<file path="config.mk">
export PLATFORM = sky130hd
export DESIGN_NAME = prio_irq_ctrl
export DESIGN_NICKNAME = d
export VERILOG_FILES = /design/src/rtl/prio_irq_pkg.sv /design/src/rtl/irq_pending.sv /design/src/rtl/irq_arbiter.sv /design/src/rtl/irq_ctx_stack.sv /design/src/rtl/prio_irq_ctrl.sv
export SDC_FILE = /design/constraint.sdc
export NUM_CORES = 1
export LEC_CHECK = 0
export BUFFER_PORTS_ARGS = -buffer_cell sky130_fd_sc_hd__buf_2
export CAP_MARGIN = 15
export CELL_PAD_IN_SITES_DETAIL_PLACEMENT = 0
export CELL_PAD_IN_SITES_GLOBAL_PLACEMENT = 1
export CORE_MARGIN = 5
export CORE_UTILIZATION = 46
export DETAILED_ROUTE_END_ITERATION = 10
export PLACE_DENSITY = 0.73
export SETUP_SLACK_MARGIN = 0.02
export SKIP_CTS_REPAIR_TIMING = 1
export SYNTH_ARGS = -nofsm -noshare
export SYNTH_HDL_FRONTEND = slang
export SYNTH_SLANG_ARGS = --single-unit
</file>
<file path="constraint.sdc">
create_clock -name clk -period 14.4 [get_ports clk]
set_input_delay 2.88 -clock clk [delete_from_list [all_inputs] [get_ports clk]]
set_output_delay 2.88 -clock clk [all_outputs]
set_load 0.01 [all_outputs]
</file>
<file path="src/rtl/prio_irq_pkg.sv">
package prio_irq_pkg;
  localparam int PRIO_W = 3;
  localparam int LEVELS = 1 << PRIO_W;
  typedef logic [PRIO_W-1:0] prio_t;

  // strict comparison: an equal level never re-enters its own handler
  function automatic logic preempts(prio_t req_lvl, prio_t run_lvl);
    return req_lvl > run_lvl;
  endfunction
endpackage

</file>
<file path="src/rtl/irq_pending.sv">
module irq_pending #(
  parameter int NUM_DEV = 8
) (
  input  logic               clk,
  input  logic               rst_n,
  input  logic [NUM_DEV-1:0] dev_req,
  input  logic [NUM_DEV-1:0] dev_ack,
  output logic [NUM_DEV-1:0] pend
);
  always_ff @(posedge clk) begin
    if (!rst_n) pend <= '0;
    else        pend <= (pend | dev_req) & ~dev_ack;
  end
endmodule

</file>
<file path="src/rtl/irq_arbiter.sv">
module irq_arbiter
  import prio_irq_pkg::*;
#(
  parameter int                     NUM_DEV  = 8,
  parameter logic [NUM_DEV*PRIO_W-1:0] DEV_PRIO = '0,
  localparam int                    DEV_W    = (NUM_DEV > 1) ? $clog2(NUM_DEV) : 1
) (
  input  logic [NUM_DEV-1:0] pend,
  output logic               any,
  output logic [DEV_W-1:0]   win_idx,
  output prio_t              win_prio
);
  always_comb begin
    any      = 1'b0;
    win_idx  = '0;
    win_prio = '0;
    for (int i = 0; i < NUM_DEV; i++) begin
      if (pend[i] && (!any || DEV_PRIO[i*PRIO_W +: PRIO_W] > win_prio)) begin
        any      = 1'b1;
        win_idx  = DEV_W'(i);
        win_prio = DEV_PRIO[i*PRIO_W +: PRIO_W];
      end
    end
  end
endmodule

</file>
<file path="src/rtl/irq_ctx_stack.sv">
module irq_ctx_stack
  import prio_irq_pkg::*;
#(
  parameter int  DEPTH  = 8,
  parameter int  ADDR_W = 32,
  localparam int PTR_W  = (DEPTH > 1) ? $clog2(DEPTH) : 1,
  localparam int CNT_W  = $clog2(DEPTH + 1)
) (
  input  logic              clk,
  input  logic              rst_n,
  input  logic              push,
  input  logic              pop,
  input  prio_t             push_prio,
  input  logic [ADDR_W-1:0] push_pc,
  output prio_t             top_prio,
  output logic [ADDR_W-1:0] top_pc,
  output logic [CNT_W-1:0]  depth,
  output logic              empty,
  output logic              full
);
  prio_t             prio_mem [DEPTH];
  logic [ADDR_W-1:0] pc_mem   [DEPTH];
  logic [PTR_W-1:0]  top_idx;

  assign empty   = (depth == '0);
  assign full    = (depth == CNT_W'(DEPTH));
  assign top_idx = PTR_W'(depth - CNT_W'(1));
  assign top_prio = empty ? '0 : prio_mem[top_idx];
  assign top_pc   = empty ? '0 : pc_mem[top_idx];

  always_ff @(posedge clk) begin
    if (push && !full) begin
      prio_mem[PTR_W'(depth)] <= push_prio;
      pc_mem[PTR_W'(depth)]   <= push_pc;
    end
  end

  always_ff @(posedge clk) begin
    if (!rst_n)                depth <= '0;
    else if (push && !full)    depth <= depth + CNT_W'(1);
    else if (pop && !empty)    depth <= depth - CNT_W'(1);
  end
endmodule

</file>
<file path="src/rtl/prio_irq_ctrl.sv">
module prio_irq_ctrl
  import prio_irq_pkg::*;
#(
  parameter int                        NUM_DEV  = 8,
  parameter int                        ADDR_W   = 32,
  parameter logic [NUM_DEV*PRIO_W-1:0] DEV_PRIO = {3'd7, 3'd5, 3'd3, 3'd3, 3'd3, 3'd2, 3'd1, 3'd1},
  localparam int                       DEV_W    = (NUM_DEV > 1) ? $clog2(NUM_DEV) : 1,
  localparam int                       CNT_W    = $clog2(LEVELS + 1)
) (
  input  logic               clk,
  input  logic               rst_n,
  input  logic [NUM_DEV-1:0] dev_req,
  input  logic [NUM_DEV-1:0] dev_ack,
  input  logic               boundary,
  input  logic               ret_strobe,
  input  logic [ADDR_W-1:0]  pc_in,
  output logic               take_irq,
  output logic [DEV_W-1:0]   irq_dev,
  output logic [PRIO_W-1:0]  irq_prio,
  output logic [PRIO_W-1:0]  cur_prio,
  output logic [ADDR_W-1:0]  xp_reg
);
  logic [NUM_DEV-1:0] pend;
  logic               arb_any;
  logic [DEV_W-1:0]   arb_idx;
  prio_t              arb_prio;
  logic               accept;
  logic               do_ret;
  prio_t              top_prio;
  logic [ADDR_W-1:0]  top_pc;
  logic [CNT_W-1:0]   depth;
  logic               stack_empty;
  logic               stack_full;

  irq_pending #(.NUM_DEV(NUM_DEV)) u_pend (
    .clk(clk), .rst_n(rst_n), .dev_req(dev_req), .dev_ack(dev_ack), .pend(pend)
  );

  irq_arbiter #(.NUM_DEV(NUM_DEV), .DEV_PRIO(DEV_PRIO)) u_arb (
    .pend(pend), .any(arb_any), .win_idx(arb_idx), .win_prio(arb_prio)
  );

  // a return owns the cycle; otherwise a boundary may accept
  assign do_ret = ret_strobe && !stack_empty;
  assign accept = boundary && !ret_strobe && arb_any && preempts(arb_prio, cur_prio);

  irq_ctx_stack #(.DEPTH(LEVELS), .ADDR_W(ADDR_W)) u_stack (
    .clk(clk), .rst_n(rst_n), .push(accept), .pop(do_ret),
    .push_prio(cur_prio), .push_pc(xp_reg),
    .top_prio(top_prio), .top_pc(top_pc),
    .depth(depth), .empty(stack_empty), .full(stack_full)
  );

  assign take_irq = accept;
  assign irq_dev  = arb_idx;
  assign irq_prio = arb_prio;

  always_ff @(posedge clk) begin
    if (!rst_n) begin
      cur_prio <= '0;
      xp_reg   <= '0;
    end else if (do_ret) begin
      cur_prio <= top_prio;
      xp_reg   <= top_pc;
    end else if (accept) begin
      cur_prio <= arb_prio;
      xp_reg   <= pc_in + ADDR_W'(4);
    end
  end
endmodule

</file>
### Word-level counts from Yosys, hierarchy flattened

Memories as Yosys holds them, arrays and structs flattened.
Cells that the tools add are included.

| cells by class | value |
|---|---|
| add/sub/neg operators | 3 |
| order comparisons | 8 |
| equal/unequal tests | 1 |
| multiplexer cells | 33 |
| bitwise operators | 3 |
| reduce and logical (&&, ||, !) cells | 33 |

Operators with widths:

| kind | number |
|---|---|
| $mux W32 | 3 |
| $add A32 B3 Y32 const B | 1 |
| $mux W3 | 9 |
| $logic_and A1 B1 Y1 | 13 |
| $mux W1 | 13 |
| $mux W2 | 6 |
| $logic_not A1 Y1 | 10 |
| $and A8 B8 Y8 | 1 |
| $mux W4 | 2 |
| $not A8 Y8 | 1 |
| $or A8 B8 Y8 | 1 |
| $logic_or A1 B1 Y1 | 7 |
| $gt A2 B2 Y1 const A | 3 |
| $add A4 B1 Y4 const B | 1 |
| $eq A4 B4 Y1 const B | 1 |
| $logic_not A4 Y1 | 1 |
| $reduce_bool A2 Y1 | 2 |
| $sub A4 B1 Y4 const B | 1 |
| $gt A3 B2 Y1 const A | 1 |
| $gt A3 B3 Y1 | 1 |
| $gt A3 B3 Y1 const A | 1 |
| $gt A2 B1 Y1 const A | 1 |
| $gt A1 B1 Y1 const A | 1 |

| storage, ports and cells | value |
|---|---|
| register bits after elaboration | 47 |
| bits in writable memories | 280 |
| bits of input ports | 52 |
| memories kept | 2 |

Memories:

| name | depth | bits a word | read ports | clocked after Yosys merged registers in | wr ports | line | text |
|---|---|---|---|---|---|---|---|
| u_stack.pc_mem | 8 | 32 | 1 | 0 | 1 | irq_ctx_stack.sv:22 | `logic [ADDR_W-1:0] pc_mem [DEPTH];` |
| u_stack.prio_mem | 8 | 3 | 1 | 0 | 1 | irq_ctx_stack.sv:21 | `prio_t prio_mem [DEPTH];` |

### Depth between registers and ports, before layout

Gate-level depths: netlist (run 1).

| logic depth | value |
|---|---|
| depth after elaboration | 34 |
| gate-level depth with buffers | 12 |
| depth with buffers taken out | 9 |

### By module

Synthesis (run 1) repeated with hierarchy kept, for this count alone.

| second synthesis, totals | value |
|---|---|
| cells, all modules | 850 |
| area, all modules | 13598.0 sq um |

Modules (own cells, without submodules):

| module | instances | cells an instance | area each (sq um) | seq. area each (sq um) |
|---|---|---|---|---|
| irq_ctx_stack | 1 | 537 | 10974.3 | 8488.1 |
| prio_irq_ctrl | 1 | 273 | 2240.9 | 700.7 |
| irq_pending | 1 | 24 | 290.3 | 160.2 |
| irq_arbiter | 1 | 16 | 92.6 | 0.0 |

### Least setup slack after synthesis (run 1)

No wires, ideal clock.

| timing path | value |
|---|---|
| kind | input -> register |
| start | input ret_strobe |
| end | memory u_stack.pc_mem[2][0], enable pin |
| arrival time | 6.189 ns |
| required time | 13.929 ns |
| path slack | 7.740 ns |
| cell stages on the path | 6 |
| path buffers | 1 |
| cell sequence | a2111o_1 a21o_4 clkinv_4 buf_6 nand3b_1 nor3_1 |

| between the ends | value |
|---|---|
| word-level cells in the longest chain between the ends | 7 |

RTL lines:

| what | line | text |
|---|---|---|
| start: declaration | prio_irq_ctrl.sv:15 | `input logic ret_strobe,` |
| $logic_not A1 Y1 | prio_irq_ctrl.sv:45 | `assign accept = boundary && !ret_strobe && arb_any && preempts(arb_prio, cur_prio);` |
| $logic_and A1 B1 Y1 (3 in series) | prio_irq_ctrl.sv:45 |  |
| $logic_and A1 B1 Y1 | irq_ctx_stack.sv:32 | `if (push && !full) begin` |
| $mux W1 | irq_ctx_stack.sv:32 |  |
| $mux W1 (implied by the code) | irq_ctx_stack.sv:34 | `pc_mem[PTR_W'(depth)] <= push_pc;` |
| end: declaration | irq_ctx_stack.sv:22 |  |

No other way between the ends.

### Final worst setup path (run 1)

| timing path | value |
|---|---|
| start | input ret_strobe |
| end | output take_irq |

| between the ends | value |
|---|---|
| word-level cells in the longest chain between the ends | 4 |

RTL lines:

| what | line | text |
|---|---|---|
| $logic_not A1 Y1 | prio_irq_ctrl.sv:45 |  |
| $logic_and A1 B1 Y1 (3 in series) | prio_irq_ctrl.sv:45 |  |
| end: declaration | prio_irq_ctrl.sv:17 | `output logic take_irq,` |

No other way between the ends.

==> impl_metrics.csv, run 1 <==
group,metric,value,unit
routing,via_per_inst,5.998,
setup_path,critPathCaptureType,"primary output",
global_routing,antenna_found_initial,1,
global_routing,gr-total-overflow,0,
yosys,ys_seq_area_share,71.11,%
global_routing,grt_max_degree,71,
setup_path,worstPathRequired,11.52,ns
finish,fill_cells,2164,
clocking,htreeDepth,2,
clocking,cts_buffer_depth,3,
yosys,yosys-top-cells-area,"edfxtp_1, mux4_2, dfxtp_1",
yosys,ys_top_cells_by_count,"edfxtp_1, mux4_2, dfxtp_1",
global_routing,track_usage,18.98,%
yosys,yosysMostFrequentCell,"edfxtp_1",
die,core,28010,um^2
die,die_w,179.1,um
timing,drv_slew,0,
hold_path,holdPathStages,2,
die,die_area,32060,um^2
routing,wl,30220,um
timing,fmax,140.9,MHz
routing,drt_iter0_drc,720,
finish,largest_reg_flops,256,
yosys,synth_ff_type,"edfxtp_1",
clocking,clock_latency,0.50,ns
timing,setup-tns-final,0,ns
yosys,yosysWarnings,0,
yosys,synthCells,735,
finish,design_area,15240,um^2
timing,min_period_over_period,49.30,%
pwr,power_density,207.3,nW/um^2
die,fp.dieH,179.1,um
global_routing,grt_pass1_vias,7771,
setup_path,worstPathMaxFanout,55,
global_routing,grt_pass1_wl,45820,um
placed_design,dp_hpwl,17200,um
hold_path,min_path_type,"flip-flop to flip-flop",
die,row_count,61,
timing,tightestPinTransition,1.073,ns
yosys,synth_top_cell_by_area,"edfxtp_1",
setup_path,worst-setup-path-type,"input port to primary output",
setup_path,worst_ep_arrival_time,4.22,ns
outcome,status,"completed",
yosys,ys_types,54,
clocking,path_clk_slew,0.06,ns
yosys,syn_nets,793,
routing,firstDrtPassIters,5,
timing,final_hold_viol_count,0,
timing,period_minus_slack,7.099,ns
clocking,cts.sinks,327,
die,initial_core_util,46.94,%
timing,fin_skew,0.01141,ns
clocking,cts_buffers,34,
routing,vias,7407,
yosys,netlist_area,13150,um^2
yosys,yosysTopAreaCellShare,63.95,%
finish,synthToLayoutAreaGrowth,15.90,%
finish,n_antenna_cell,0,
timing,rsz0062_at_grt,"no",
setup_path,reg2reg_depth,10,
timing,slew_headroom,28.46,%
flow_run,maxCapViolCount,0,
yosys,synthArstFlopShare,0,%
yosys,synth_edf_count,280,
timing,setup_viol,0,
finish,drive_above_1_share,29.99,%
pwr,ir_drop,0.1716,mV
clocking,cts_tree,"yes",
placed_design,postPlaceCellArea,14010,um^2
yosys,syn_area_per_cell,17.89,um^2
yosys,ys_ff_latch,327,
setup_path,critPathLaunchType,"input port",
finish,nets,890,
timing,hold_ws,0.5203,ns
routing,wl_per_cell,24.47,um
routing,postRouteAntennaNets,0,
die,ioPinCount,94,
clocking,cts-root-buf,"clkbuf_16",
placed_design,place_congestion,0.8426,
routing,drc,0,
pwr,leakage,5.090,nW
placed_design,numPortBuffers,93,
## area by class of cell
cell class	count	area [um^2]	share of cell area, %
sequential	327	9353	61.38
multi-input combinational	350	3556	23.34
clock buffer	43	968.4	6.355
timing repair buffer	109	585.6	3.843
tap	378	473.0	3.104
clock inverter	18	260.3	1.708
inverter	10	42.54	0.2792
## worst paths after layout
path / start / endpoint / slack (ns)
worst max-delay path: ret_strobe / take_irq / 7.30
worst min-delay path: u_stack.depth[3]$_SDFFE_PN0P_ / u_stack.depth[3]$_SDFFE_PN0P_ / 0.52
worst max register to register: u_pend.pend[2]$_SDFF_PN0_ / u_stack.pc_mem[1][18]$_DFFE_PP_ / 10.06
worst min register to register: u_stack.depth[3]$_SDFFE_PN0P_ / u_stack.depth[3]$_SDFFE_PN0P_ / 0.52
## per-layer routing
metal / vias to the layer above / part of all wire (%) / track usage, %
met5: - / 0.043 / 0
met4: 2 / 1.7 / 5.085
met3: 46 / 9.0 / 4.639
met2: 364 / 47 / 30.78
met1: 3763 / 42 / 25.93
li1: 3232 / - / -
## worst max-delay path, cell delays in order
cell and delay (ns):
buf_2 0.14, a2111o_1 0.36, a21o_4 0.22, clkinv_4 0.32, buf_2 0.23
## power by group
group / internal (W) / switching (W) / leakage [nW]
combinational: 0.000366 / 0.000450 / 1.53
sequential: 0.00123 / 0.000166 / 2.96
clock: 0.000601 / 0.000345 / 0.599
## metrics by stage
step	cells	util [%]	setup WS (ns)	power [W]
2_1_floorplan	735	-	7.740	0.001951
6_report	1235	54.40	7.301	0.003159
5_1_grt	1235	54.40	7.235	0.003302
3_5_place_dp	1174	50.02	7.311	0.002241
4_1_cts	1235	54.40	7.302	0.003186
3_3_place_gp	1174	50.02	7.307	0.002219
## logic make-up after synthesis
logic type               after synthesis  synth area share (%)
flip-flops                           327                 71.11
multiplexers                          74                 12.30
AO/OA/AOI/OAI                        124                 7.337
buffers and inverters                 58                 2.236
AND/OR/NAND/NOR                      120                 4.711
adder cells (fa/ha/maj)                6                0.5710
XOR/XNOR                              26                 1.732
## placed cells by master (no fill, tap or decap), types with 3 or more instances in the layout
master,n
nand2_1,25
ha_1,5
edfxtp_1,280
nand3_1,9
o31ai_1,26
bufinv_16,7
mux4_2,70
buf_4,16
nand4_1,8
xnor2_1,19
clkbuf_16,37
a31oi_1,9
nor4_1,7
a21oi_1,15
clkinv_2,4
inv_1,8
dfxtp_1,46
clkbuf_1,4
nor2_1,21
buf_2,93
mux2i_1,3
nor3_2,6
clkinv_1,7
o221a_2,5
a222oi_1,5
a221oi_1,13
o21ai_0,7
a22oi_1,7
xor2_1,7
o21bai_1,3
nor3_1,18
a22o_1,9
o221a_1,3
and4_1,6
a211oi_1,13
Power figures use the tool's default switching activity.
==> run 2, diff against run 1 <==
--- a/config.mk
+++ b/config.mk
@@ -12,7 +12,7 @@
 export CORE_MARGIN = 5
 export CORE_UTILIZATION = 46
 export DETAILED_ROUTE_END_ITERATION = 10
-export PLACE_DENSITY = 0.73
+export PLACE_DENSITY = 0.76
 export SETUP_SLACK_MARGIN = 0.02
 export SKIP_CTS_REPAIR_TIMING = 1
 export SYNTH_ARGS = -nofsm -noshare
==> constraint.sdc (replaced) <==
create_clock -name clk -period 5.8 [get_ports clk]
set_input_delay 1.16 -clock clk [delete_from_list [all_inputs] [get_ports clk]]
set_output_delay 1.16 -clock clk [all_outputs]
set_load 0.01 [all_outputs]
==> impl_metrics.csv, run 2 (synthesized netlist as in run 1, its figures left out) <==
group,metric,value,unit
pwr,power_density,507.3,nW/um^2
timing,drv_slew,0,
finish,instances_no_fill,1239,
timing,tightestPinTransition,0.9538,ns
routing,via_per_inst,5.862,
setup_path,cp_num_buf_inv,2,
finish,n_antenna_cell,0,
clocking,cts-root-buf,"clkbuf_16",
placed_design,numPortBuffers,93,
die,initial_core_util,46.94,%
global_routing,track_usage,18.55,%
routing,wl_per_cell,23.77,um
timing,hold_ws,0.5209,ns
routing,firstDrtPassIters,5,
pwr,ir_drop,0.3541,mV
timing,period_minus_slack,4.292,ns
routing,vias,7263,
setup_path,slowest_delay,0.41,ns
die,core,28010,um^2
finish,final_cell_mix,"edfxtp_1, buf_2, mux4_2",
global_routing,antenna_found_initial,0,
setup_path,cp_slowest_cell,"nor4_1",
outcome,status,"completed",
setup_path,worstPathRequired,4.64,ns
clocking,cts_buffer_depth,3,
setup_path,cp_cell_sequence,"nor4_1 > o21bai_1 > ha_1 > and3_1 > a2111o_1 > a21o_4 > clkinv_4 > buf_2",
timing,min_period_over_period,73.99,%
timing,setup_viol,0,
routing,postRouteAntennaNets,0,
finish,fill_cells,2189,
finish,nets,894,
global_routing,grt_pass1_wl,44870,um
clocking,cts_tree,"yes",
finish,final_common_cell,"edfxtp_1",
setup_path,worst-setup-path-type,"flip-flop to primary output",
timing,setup-tns-final,0,ns
global_routing,grt_pass1_vias,7444,
routing,wl,29460,um
die,die_area,32060,um^2
finish,synthToLayoutAreaGrowth,15.15,%
pwr,leakage,5.036,nW
placed_design,placed_cells,1177,
timing,rsz0062_at_grt,"no",
die,die_w,179.1,um
hold_path,min_path_type,"flip-flop to flip-flop",
setup_path,worstPathMaxFanout,55,
setup_path,worst_ep_arrival_time,3.13,ns
clocking,cts.sinks,327,
global_routing,gr-total-overflow,0,
timing,slew_headroom,36.26,%
setup_path,critPathLaunchType,"flip-flop",
clocking,htreeDepth,2,
setup_path,critPathCaptureType,"primary output",
routing,drc,0,
clocking,path_clk_slew,0.05,ns
global_routing,grt_max_degree,56,
clocking,cts_buffers,35,
timing,fmax,233.0,MHz
finish,design_area,15140,um^2
die,ioPinCount,94,
setup_path,critPathTopFamily,"compound AO/OA/AOI/OAI gates",
placed_design,postPlaceCellArea,14040,um^2
timing,final_hold_viol_count,0,
placed_design,place_congestion,0.7988,
finish,drive_above_1_share,29.27,%
finish,largest_reg_flops,256,
placed_design,pre_cts_slack,1.744,ns
routing,drt_iter0_drc,755,
die,row_count,61,
clocking,clock_latency,0.50,ns
timing,setup_slack,1.508,ns
die,fp.dieH,179.1,um
placed_design,dp_hpwl,17590,um
timing,fin_skew,0.01681,ns
flow_run,maxCapViolCount,0,
-- run 2: cell types whose count changed in the layout (fill, tap and decap cells not counted), moves of 2 or more --
cell       change
buf_4          +3
clkbuf_16      -2
clkinv_2       -3
bufinv_16      -4
clkbuf_1       +9
inv_6          +2
clkinv_1       -2
-- run 2: worst paths after layout --
kind	cells after the start	slack, ns	end	startpoint
hold reg to reg	2	0.52	u_pend.pend[4]$_SDFF_PN0_	u_pend.pend[4]$_SDFF_PN0_
hold / removal	2	0.52	u_pend.pend[4]$_SDFF_PN0_	u_pend.pend[4]$_SDFF_PN0_
setup / recovery	8	1.51	take_irq	u_pend.pend[2]$_SDFF_PN0_
setup reg to reg	10	1.77	u_stack.pc_mem[3][0]$_DFFE_PP_	u_pend.pend[2]$_SDFF_PN0_
-- run 2: area by class of cell --
| class | instances | area [um^2] | share of cell area (%) |
|---|---|---|---|
| flip-flops and latches | 327 | 9353 | 61.78 |
| multi-input cells | 350 | 3562 | 23.53 |
| clock buffers | 51 | 965.9 | 6.380 |
| repair buffers | 112 | 608.1 | 4.017 |
| well taps | 378 | 473.0 | 3.124 |
| clock inverters | 11 | 135.1 | 0.8926 |
| inverters | 10 | 42.54 | 0.2810 |
-- run 2: layer usage --
| metal | share of wire, % | GRT usage [%] | up-vias |
|---|---|---|---|
| met3 | 6.9 | 3.437 | 36 |
| met1 | 44 | 27.02 | 3726 |
| li1 | - | - | 3243 |
| met2 | 47 | 29.47 | 258 |
| met4 | 1.6 | 4.221 | 0 |
| met5 | 0 | 0 | - |
-- run 2: worst reg2reg max path, delay by kind of cell, from the launching register on --
| family | cells | cell delay, ns |
|---|---|---|
| simple gates | 4 | 1.46 |
| compound gates | 3 | 0.81 |
| buf+inv | 2 | 0.75 |
| flops | 1 | 0.34 |
| fa+ha+maj | 1 | 0.32 |
-- run 2: power by group --
| group | internal, W | leakage (nW) | switching [W] | total (W) |
|---|---|---|---|---|
| sequential | 0.00306 | 2.96 | 0.000470 | 0.00353 |
| combinational | 0.000925 | 1.54 | 0.00109 | 0.00202 |
| clock | 0.00129 | 0.530 | 0.000841 | 0.00213 |
-- run 2: metrics by stage --
step                      utilization [%]  power [W]
after detailed placement            50.12   0.005618
after global placement              50.12   0.005579
after global routing                54.05   0.008043
after floorplan                         -   0.004844
final                               54.05   0.007680
after CTS                           54.05   0.007757
==> run 3, diff against run 2 <==
--- a/config.mk
+++ b/config.mk
@@ -5,6 +5,7 @@
 export SDC_FILE = /design/constraint.sdc
 export NUM_CORES = 1
 export LEC_CHECK = 0
+export ABC_AREA = 1
 export BUFFER_PORTS_ARGS = -buffer_cell sky130_fd_sc_hd__buf_2
 export CAP_MARGIN = 15
 export CELL_PAD_IN_SITES_DETAIL_PLACEMENT = 0
@@ -12,7 +13,7 @@
 export CORE_MARGIN = 5
 export CORE_UTILIZATION = 46
 export DETAILED_ROUTE_END_ITERATION = 10
-export PLACE_DENSITY = 0.76
+export PLACE_DENSITY = 0.78
 export SETUP_SLACK_MARGIN = 0.02
 export SKIP_CTS_REPAIR_TIMING = 1
 export SYNTH_ARGS = -nofsm -noshare
==> constraint.sdc (replaced) <==
create_clock -name clk -period 4.05 [get_ports clk]
set_input_delay 0.81 -clock clk [delete_from_list [all_inputs] [get_ports clk]]
set_output_delay 0.81 -clock clk [all_outputs]
set_load 0.01 [all_outputs]
==> impl_metrics.csv, run 3 <==
group,metric,value,unit
outcome,status,"completed",
die,core,29720,um^2
setup_path,worst-setup-path-type,"flip-flop to flip-flop",
yosys,syn_nets,1412,
setup_path,cpMostUsedCell,"nand2_1",
yosys,netlist_area,13910,um^2
yosys,synth_ff_type,"edfxtp_1",
timing,fmax,298.3,MHz
placed_design,dp_hpwl,22150,um
timing,fin_skew,0.02137,ns
setup_path,slowest_delay,0.54,ns
yosys,yosysMostFrequentCell,"nor2_1",
routing,firstDrtPassIters,5,
global_routing,gr-total-overflow,0,
finish,instances_no_fill,1858,
timing,min_period_over_period,82.76,%
yosys,syn_area_per_cell,10.27,um^2
clocking,cts.sinks,327,
setup_path,critPathCaptureType,"flip-flop",
timing,period_minus_slack,3.352,ns
timing,setup-tns-final,0,ns
die,fp.dieH,183.9,um
yosys,ys_top_cells_by_count,"nor2_1, edfxtp_1, nand2_1",
die,ioPinCount,94,
finish,final_common_cell,"nor2_1",
yosys,synthCells,1354,
hold_path,min_path_type,"input port to flip-flop",
routing,vias,10007,
timing,tightestPinTransition,0.8806,ns
finish,synthToLayoutAreaGrowth,15.12,%
yosys,ys_types,31,
setup_path,cp_slowest_cell,"nor3_4",
finish,final_cell_mix,"nor2_1, edfxtp_1, nand2_1",
global_routing,grt_max_degree,85,
die,die_w,183.9,um
routing,wl,36120,um
finish,drive_above_1_share,13.01,%
pwr,power_density,702.9,nW/um^2
yosys,ys_seq_area_share,67.22,%
routing,drc,0,
pwr,leakage,5.973,nW
placed_design,numPortBuffers,93,
timing,final_hold_viol_count,0,
yosys,yosys-top-cells-area,"edfxtp_1, nor2_1, nand2_1",
clocking,htreeDepth,2,
yosys,ys_ff_latch,327,
setup_path,cp_cell_sequence,"inv_1 > nand2_1 > nor2_1 > o21ai_0 > ha_1 > nand3_1 > nand2_1 > nor2_1 > nand3_1 > inv_1 > nand2_1 > nor3_4 > buf_12",
yosys,yosysTopAreaCellShare,60.45,%
die,die_area,33810,um^2
clocking,cts_buffers,36,
clocking,cts_tree,"yes",
die,row_count,63,
flow_run,maxCapViolCount,0,
global_routing,grt_pass1_wl,56190,um
timing,drv_slew,0,
finish,n_antenna_cell,0,
setup_path,worst_ep_arrival_time,3.53,ns
global_routing,antenna_found_initial,0,
yosys,synth_edf_count,280,
setup_path,critPathLaunchType,"flip-flop",
routing,drt_iter0_drc,857,
yosys,synthArstFlopShare,0,%
setup_path,worstPathRequired,4.23,ns
clocking,clock_latency,0.51,ns
routing,via_per_inst,5.386,
finish,nets,1498,
clocking,path_clk_slew,0.06,ns
clocking,cts_buffer_depth,3,
yosys,synth_top_cell_by_area,"edfxtp_1",
placed_design,placed_cells,1792,
placed_design,place_congestion,0.8805,
die,initial_core_util,46.80,%
setup_path,worstPathMaxFanout,28,
clocking,cts-root-buf,"clkbuf_16",
timing,rsz0062_at_grt,"no",
yosys,yosysWarnings,0,
routing,postRouteAntennaNets,0,
global_routing,track_usage,21.38,%
routing,wl_per_cell,19.44,um
timing,hold_ws,0.4569,ns
global_routing,grt_pass1_vias,9710,
pwr,power,0.01125,W
finish,largest_reg_flops,256,
timing,slew_headroom,41.29,%
pwr,ir_drop,0.5870,mV
timing,setup_viol,0,
run 3: cells by family (layout without fill, tap and decap cells):
kind of cell               after synthesis  after routing  synth area share, %
and+or+nand+nor                        651            651                18.63
DFF                                    327            327                67.22
AOI/OAI and AO/OA                      253            253                9.464
buffers and inverters                  107            221                3.463
xor gates and xnor gates                10             10               0.6838
adders and majority gates                6              6               0.5397
run 3: worst paths after layout:
kind                            cells after the start                               to  slack (ns)                 startpoint
worst max-delay path                               13  u_stack.pc_mem[6][14]$_DFFE_PP_        0.70  u_pend.pend[3]$_SDFF_PN0_
worst min-delay path                                2        u_pend.pend[5]$_SDFF_PN0_        0.46                 dev_ack[5]
worst max register to register                     13  u_stack.pc_mem[6][14]$_DFFE_PP_        0.70  u_pend.pend[3]$_SDFF_PN0_
worst min register to register                      2        u_pend.pend[5]$_SDFF_PN0_        0.50  u_pend.pend[5]$_SDFF_PN0_
run 3: where the power goes:
group	internal, W	switching [W]
logic	0.00108	0.00246
clock network	0.00186	0.00127
registers	0.00416	0.000422
total	0.00711	0.00415
run 3: metal layers:
metal | global-route usage [%] | routed length, um | share of wire, % | vias to the layer above
li1 | - | - | - | 4821
met1 | 31.73 | 16600 | 46 | 4826
met2 | 33.59 | 16430 | 45 | 325
met3 | 3.799 | 2623 | 7.3 | 35
met4 | 4.082 | 474 | 1.3 | 0
met5 | 0 | 0 | 0 | -
run 3: critical path: cells and delay by family, from the launching register on:
| kind | cells | cell delay, ns |
|---|---|---|
| and+or+nand+nor | 8 | 1.50 |
| adders and majority gates | 1 | 0.31 |
| DFF | 1 | 0.35 |
| buffers and inverters | 3 | 0.53 |
| AOI/OAI and AO/OA | 1 | 0.30 |
run 3: per-stage QoR:
step | utilization [%] | setup WS (ns) | area (um^2)
3_3_place_gp | 50.00 | 0.7552 | 14860
2_1_floorplan | - | 0.2503 | 13910
3_5_place_dp | 50.00 | 0.6892 | 14860
5_1_grt | 53.88 | 0.3486 | 16010
4_1_cts | 53.88 | 0.6744 | 16010
6_report | 53.88 | 0.6982 | 16010
run 3: layout make-up:
class	count	area, um^2
Fill cell	2624	13710
Sequential cell	327	9353
Multi-Input combinational cell	920	4149
Clock buffer	46	991.0
Timing Repair Buffer	115	718.2
Tap cell	390	488.0
Clock inverter	20	161.4
Inverter	40	151.4
